File: src/rtl/vcmd_pkg.sv
package vcmd_pkg;
  localparam logic [7:0] OP_NOP     = 8'h00;
  localparam logic [7:0] OP_RST_ON  = 8'hD1;
  localparam logic [7:0] OP_RST_OFF = 8'hD0;
  localparam logic [7:0] OP_ERASE   = 8'hFC;
  localparam logic [7:0] OP_FL_ON   = 8'hFE;
  localparam logic [7:0] OP_FL_OFF  = 8'hFD;
  localparam logic [7:0] OP_CFG     = 8'hFF;

  localparam logic [4:0] IR_VENDOR  = 5'h04;
  localparam logic [4:0] IR_DEBUG   = 5'h05;

  localparam int STAT_W = 4;

  typedef struct packed {
    logic cfg_ready;
    logic flash_on;
    logic erase_busy;
    logic rst_on;
  } status_t;
endpackage

File: src/rtl/vcmd_shreg.sv
module vcmd_shreg #(
  parameter int W = 8
) (
  input  logic         clk,
  input  logic         rst,
  input  logic         cap,
  input  logic         shf,
  input  logic         din,
  input  logic [W-1:0] cap_val,
  output logic [W-1:0] q
);
  always_ff @(posedge clk) begin
    if (rst)      q <= '0;
    else if (cap) q <= cap_val;
    else if (shf) q <= {din, q[W-1:1]};
  end
endmodule

File: src/rtl/vcmd_decode.sv
module vcmd_decode
  import vcmd_pkg::*;
#(
  parameter int   W             = 8,
  parameter logic FLASH_EN_INIT = 1'b1
) (
  input  logic         clk,
  input  logic         rst,
  input  logic         upd,
  input  logic [W-1:0] cmd,
  input  logic         erase_busy,
  output logic         rst_req,
  output logic         flash_en,
  output logic         erase_start,
  output logic         cfg_reload
);
  logic hit_rst_on, hit_rst_off, hit_fl_on, hit_fl_off, hit_erase, hit_cfg;

  always_comb begin
    hit_rst_on  = upd && (cmd == W'(OP_RST_ON));
    hit_rst_off = upd && (cmd == W'(OP_RST_OFF));
    hit_fl_on   = upd && (cmd == W'(OP_FL_ON));
    hit_fl_off  = upd && (cmd == W'(OP_FL_OFF));
    hit_erase   = upd && (cmd == W'(OP_ERASE)) && !erase_busy;
    hit_cfg     = upd && (cmd == W'(OP_CFG));
  end

  always_ff @(posedge clk) begin
    if (rst) begin
      rst_req     <= 1'b0;
      flash_en    <= FLASH_EN_INIT;
      erase_start <= 1'b0;
      cfg_reload  <= 1'b0;
    end else begin
      if (hit_rst_on)       rst_req <= 1'b1;
      else if (hit_rst_off) rst_req <= 1'b0;
      if (hit_fl_on)        flash_en <= 1'b1;
      else if (hit_fl_off)  flash_en <= 1'b0;
      erase_start <= hit_erase;
      cfg_reload  <= hit_cfg;
    end
  end
endmodule

File: src/rtl/vcmd_tapsel.sv
module vcmd_tapsel
  import vcmd_pkg::*;
#(
  parameter int IR_W = 5
) (
  input  logic            clk,
  input  logic            rst,
  input  logic            wdt_rst,
  input  logic            ir_load,
  input  logic [IR_W-1:0] ir_code,
  output logic            dbg_sel
);
  always_ff @(posedge clk) begin
    if (rst || wdt_rst) dbg_sel <= 1'b0;
    else if (ir_load) begin
      if (ir_code == IR_W'(IR_DEBUG))       dbg_sel <= 1'b1;
      else if (ir_code == IR_W'(IR_VENDOR)) dbg_sel <= 1'b0;
    end
  end
endmodule

File: src/rtl/vcmd_reg.sv
module vcmd_reg
  import vcmd_pkg::*;
#(
  parameter int   CMD_W         = 8,
  parameter int   IR_W          = 5,
  parameter logic FLASH_EN_INIT = 1'b1
) (
  input  logic            clk,
  input  logic            rst,
  input  logic            wdt_rst,
  input  logic            sel_cmd,
  input  logic            capture_dr,
  input  logic            shift_dr,
  input  logic            update_dr,
  input  logic            tdi,
  input  logic            ir_load,
  input  logic [IR_W-1:0] ir_code,
  input  logic            erase_busy,
  input  logic            cfg_ready,
  output logic            tdo,
  output logic            rst_req,
  output logic            flash_en,
  output logic            erase_start,
  output logic            cfg_reload,
  output logic            dbg_sel
);
  localparam int PAD_W = CMD_W - STAT_W;

  status_t          stat;
  logic [CMD_W-1:0] sr;
  logic [CMD_W-1:0] cap_val;

  always_comb begin
    stat.cfg_ready  = cfg_ready;
    stat.flash_on   = flash_en;
    stat.erase_busy = erase_busy;
    stat.rst_on     = rst_req;
    cap_val         = {{PAD_W{1'b0}}, stat};
  end

  vcmd_shreg #(.W(CMD_W)) u_sh (
    .clk(clk), .rst(rst),
    .cap(sel_cmd && capture_dr),
    .shf(sel_cmd && shift_dr),
    .din(tdi), .cap_val(cap_val), .q(sr)
  );

  assign tdo = sr[0];

  vcmd_decode #(.W(CMD_W), .FLASH_EN_INIT(FLASH_EN_INIT)) u_dec (
    .clk(clk), .rst(rst),
    .upd(sel_cmd && update_dr),
    .cmd(sr), .erase_busy(erase_busy),
    .rst_req(rst_req), .flash_en(flash_en),
    .erase_start(erase_start), .cfg_reload(cfg_reload)
  );

  vcmd_tapsel #(.IR_W(IR_W)) u_tap (
    .clk(clk), .rst(rst), .wdt_rst(wdt_rst),
    .ir_load(ir_load), .ir_code(ir_code), .dbg_sel(dbg_sel)
  );
endmodule

File: config.mk
export PLATFORM = sky130hd
export DESIGN_NAME = vcmd_reg
export DESIGN_NICKNAME = d
export VERILOG_FILES = /design/src/rtl/vcmd_pkg.sv /design/src/rtl/vcmd_shreg.sv /design/src/rtl/vcmd_decode.sv /design/src/rtl/vcmd_tapsel.sv /design/src/rtl/vcmd_reg.sv
export SDC_FILE = /design/constraint.sdc
export NUM_CORES = 1
export LEC_CHECK = 0
export BUFFER_PORTS_ARGS = -buffer_cell sky130_fd_sc_hd__clkbuf_2
export CAP_MARGIN = 10
export CORE_UTILIZATION = 42
export DETAILED_ROUTE_END_ITERATION = 12
export GPL_TIMING_DRIVEN = 0
export PLACE_DENSITY_LB_ADDON = 0.08
export SYNTH_ARGS = -nofsm -noshare
export SYNTH_HDL_FRONTEND = slang
export SYNTH_HIERARCHICAL = 1
export SYNTH_SLANG_ARGS = --single-unit
File: constraint.sdc
create_clock -name clk -period 0.9 [get_ports clk]
set_input_delay 0.18 -clock clk [delete_from_list [all_inputs] [get_ports clk]]
set_output_delay 0.18 -clock clk [all_outputs]
set_load 0.01 [all_outputs]
==> out/qor.yml <==
avgSynthCellArea_um2: 9.513
cts-root-buf: "clkbuf_4"
vias_per_cell: 5.342
synth_cell_types: 24
worstSetupPathType: "reg -> reg"
gp_congestion: 0.7582
async_flop_share: 0
cp_data_required_time_ns: 1.10
yosys_most_used_dff: "dfxtp_1"
clk-insertion-delay-late_ns: 0.27
hold_depth: 3
drc: 0
first_global_vias: 487
cap_violations: 0
cpPeakStageDelay_ns: 0.36
cpLargestDelayFamily: "simple AND/OR/NAND/NOR gates"
hp-start: "ir_code[0]"
cts.sinks: 13
fp.dieArea_mm2: 0.001701
yosys.area.top_type: "dfxtp_1"
wirelength_mm: 1.346
gr-total-overflow: 0
antennaDiodeCount: 0
fmax_mhz: 967.8
fin_crit_sh: 1.148
cp_num_buf_inv: 0
post-place-cells: 107
timing.rr.start: "u_sh/q[7]$_SDFFE_PP0P_"
synth_area_leaders: "dfxtp_1, mux2i_1, a211oi_1, nor2b_1, and2_1"
yosys-top-cells-count: "dfxtp_1, a211oi_1, mux2i_1"
initial_utilization: 0.4734
wl_per_cell_um: 11.81
stdcell_area_um2: 892.1
cts_buffers: 3
drv_slew: 0
worstPathMaxFanout: 4
r2r-end: "u_dec/flash_en$_SDFFE_PP1P_"
path_clk_slew_ns: 0.07
crit_path_start_kind: "flip-flop"
grt.total_usage: 0.1906
rrSetupSlack_ns: -0.13
ant_nets: 0
portBuffers: 21
peakVddDrop_mv: 1.170
skew_ns: 0.003050
grt_pass1_wl_mm: 2.035
hpwlAfterDp_um: 930.7
end_kind: "flip-flop"
yosys.area.top_type_share: 0.4023
drtIter0Drc: 8
setup_viol: 6
dieHeight_um: 41.25
holdWs_ns: 0.1331
min_to: "u_tap/dbg_sel$_SDFFE_PP0P_"
drtPass1Iterations: 3
row_count: 13
io_pins: 22
antenna_found_initial: 0
yosysSeqAreaShare: 0.4023
fin_ws_ns: -0.1332
rsz0062_at_grt: "true"
fin_nets: 116
yosysMostFrequentCell: "dfxtp_1"
areaGrowthSynthToFinish_pct: 37.91
power.density_mw_per_mm2: 1317
crit_path_cell_trace: "nand4_1 -> or2_4 -> a211oi_2"
slowest_stage: "dfxtp_2"
critical_path_arrival_ns: 1.23
p_leak_nw: 0.3651
status: "complete, but fails checks"
grt_max_degree: 10
report.final.hold_viol_count: 0
drive_gt1_frac: 0.4545
cts_tree: "built"
synth_area_um2: 646.9
ys_ff_latch: 13
placed_cell_area_um2: 785.8
cts_buffer_depth: 2
fin_tns_setup_ns: -0.5242
coreArea_mm2: 0.001366
violations: "negative setup slack"
period_needed_ns: 1.033
yosysWarningCount: 6
h-tree-depth: 1
worstRegToRegCells: 3
min_path_type: "in -> reg"
die_x_um: 41.25
fill_cells: 114
final_cell_count_no_fill: 114
synth_edf_count: 0
vias: 609
power_mw: 1.175
synthCells: 68
## power by group
part	switching, mW	total, mW	leakage (nW)	internal [mW]
logic	0.0797	0.182	0.240	0.103
clock network	0.173	0.345	0.0150	0.172
registers	0.0383	0.648	0.110	0.609
total	0.291	1.18	0.365	0.884
## cells by family (layout without fill, tap and decap cells)
logic type / after synthesis / after routing / synth area share
multiplexers: 9 / 9 / 0.1393
other: 1 / 4 / 0.005797
AND/OR/NAND/NOR: 29 / 29 / 0.2786
flip-flops: 13 / 13 / 0.4023
buffers and inverters: 4 / 32 / 0.03480
AO/OA/AOI/OAI: 12 / 12 / 0.1393
## flip-flops by register name, summed over array words and instances, names as in the netlist
| signal | count |
|---|---|
| u_dec/cfg_reload | 1 |
| u_dec/erase_start | 1 |
| u_dec/flash_en | 1 |
| u_dec/rst_req | 1 |
| u_sh/q | 8 |
| u_tap/dbg_sel | 1 |
## tightest hold or removal path, cell delays in order
cell	delay (ns)
clkbuf_2	0.08
nand2_1	0.05
mux2i_1	0.06
## repair_timing
action                                  4_1_cts  5_1_grt
pin swaps                                     6        4
endpoints found under the setup margin        8       12
buffers inserted                              3        0
gates cloned                                  0        0
gates resized for setup                      10       10
hold buffers                                  0        0
## final cells by class
class,count,area [µm²],share of cell area
Multi-Input combinational cell,54,397.9,0.4460
Sequential cell,13,272.8,0.3058
Timing Repair Buffer,24,153.9,0.1725
Clock buffer,4,26.28,0.02945
Tap cell,15,18.77,0.02104
Buffer,2,15.01,0.01683
Inverter,2,7.507,0.008415
## through the flow
step | util | setup WS (ns)
finish | 0.6529 | -0.1332
global route | 0.6529 | -0.2089
CTS | 0.6300 | -0.1185
detailed placement | 0.5751 | -0.2041
global placement | 0.5751 | -0.1722
floorplan | - | -0.02659
## cell usage in the layout, fill, tap and decap left out, types with 2 or more instances in the layout
cell / n
buf_6: 6
nor2b_1: 8
dfxtp_1: 3
nor2_1: 2
nor3_1: 2
and2_1: 3
clkbuf_2: 17
clkbuf_4: 3
conb_1: 4
nand2_1: 4
mux2i_1: 9
a211oi_1: 9
dfxtp_2: 10
nand3_1: 2
## worst max path at each step
stage / from / end / slack (ns) / depth (start not counted)
finish: u_sh/q[7]$_SDFFE_PP0P_ / u_dec/flash_en$_SDFFE_PP1P_ / -0.13 / 3
global route: u_sh/q[7]$_SDFFE_PP0P_ / u_dec/flash_en$_SDFFE_PP1P_ / -0.21 / 3
CTS: u_sh/q[6]$_SDFFE_PP0P_ / u_dec/flash_en$_SDFFE_PP1P_ / -0.12 / 3
detailed placement: sel_cmd / u_dec/flash_en$_SDFFE_PP1P_ / -0.20 / 5
global placement: sel_cmd / u_dec/flash_en$_SDFFE_PP1P_ / -0.17 / 5
floorplan: u_sh/q[7]$_SDFFE_PP0P_ / u_dec/flash_en$_SDFFE_PP1P_ / -0.03 / 3
## routing by layer
layer  share of wire  vias up  global-route usage
met4          0.0089        0             0.07258
li1                -      311                   -
met1            0.46      281              0.1974
met2            0.49       15              0.3359
met3           0.045        2             0.08152
met5               0        -                   0
Power figures use the tool's default switching activity.
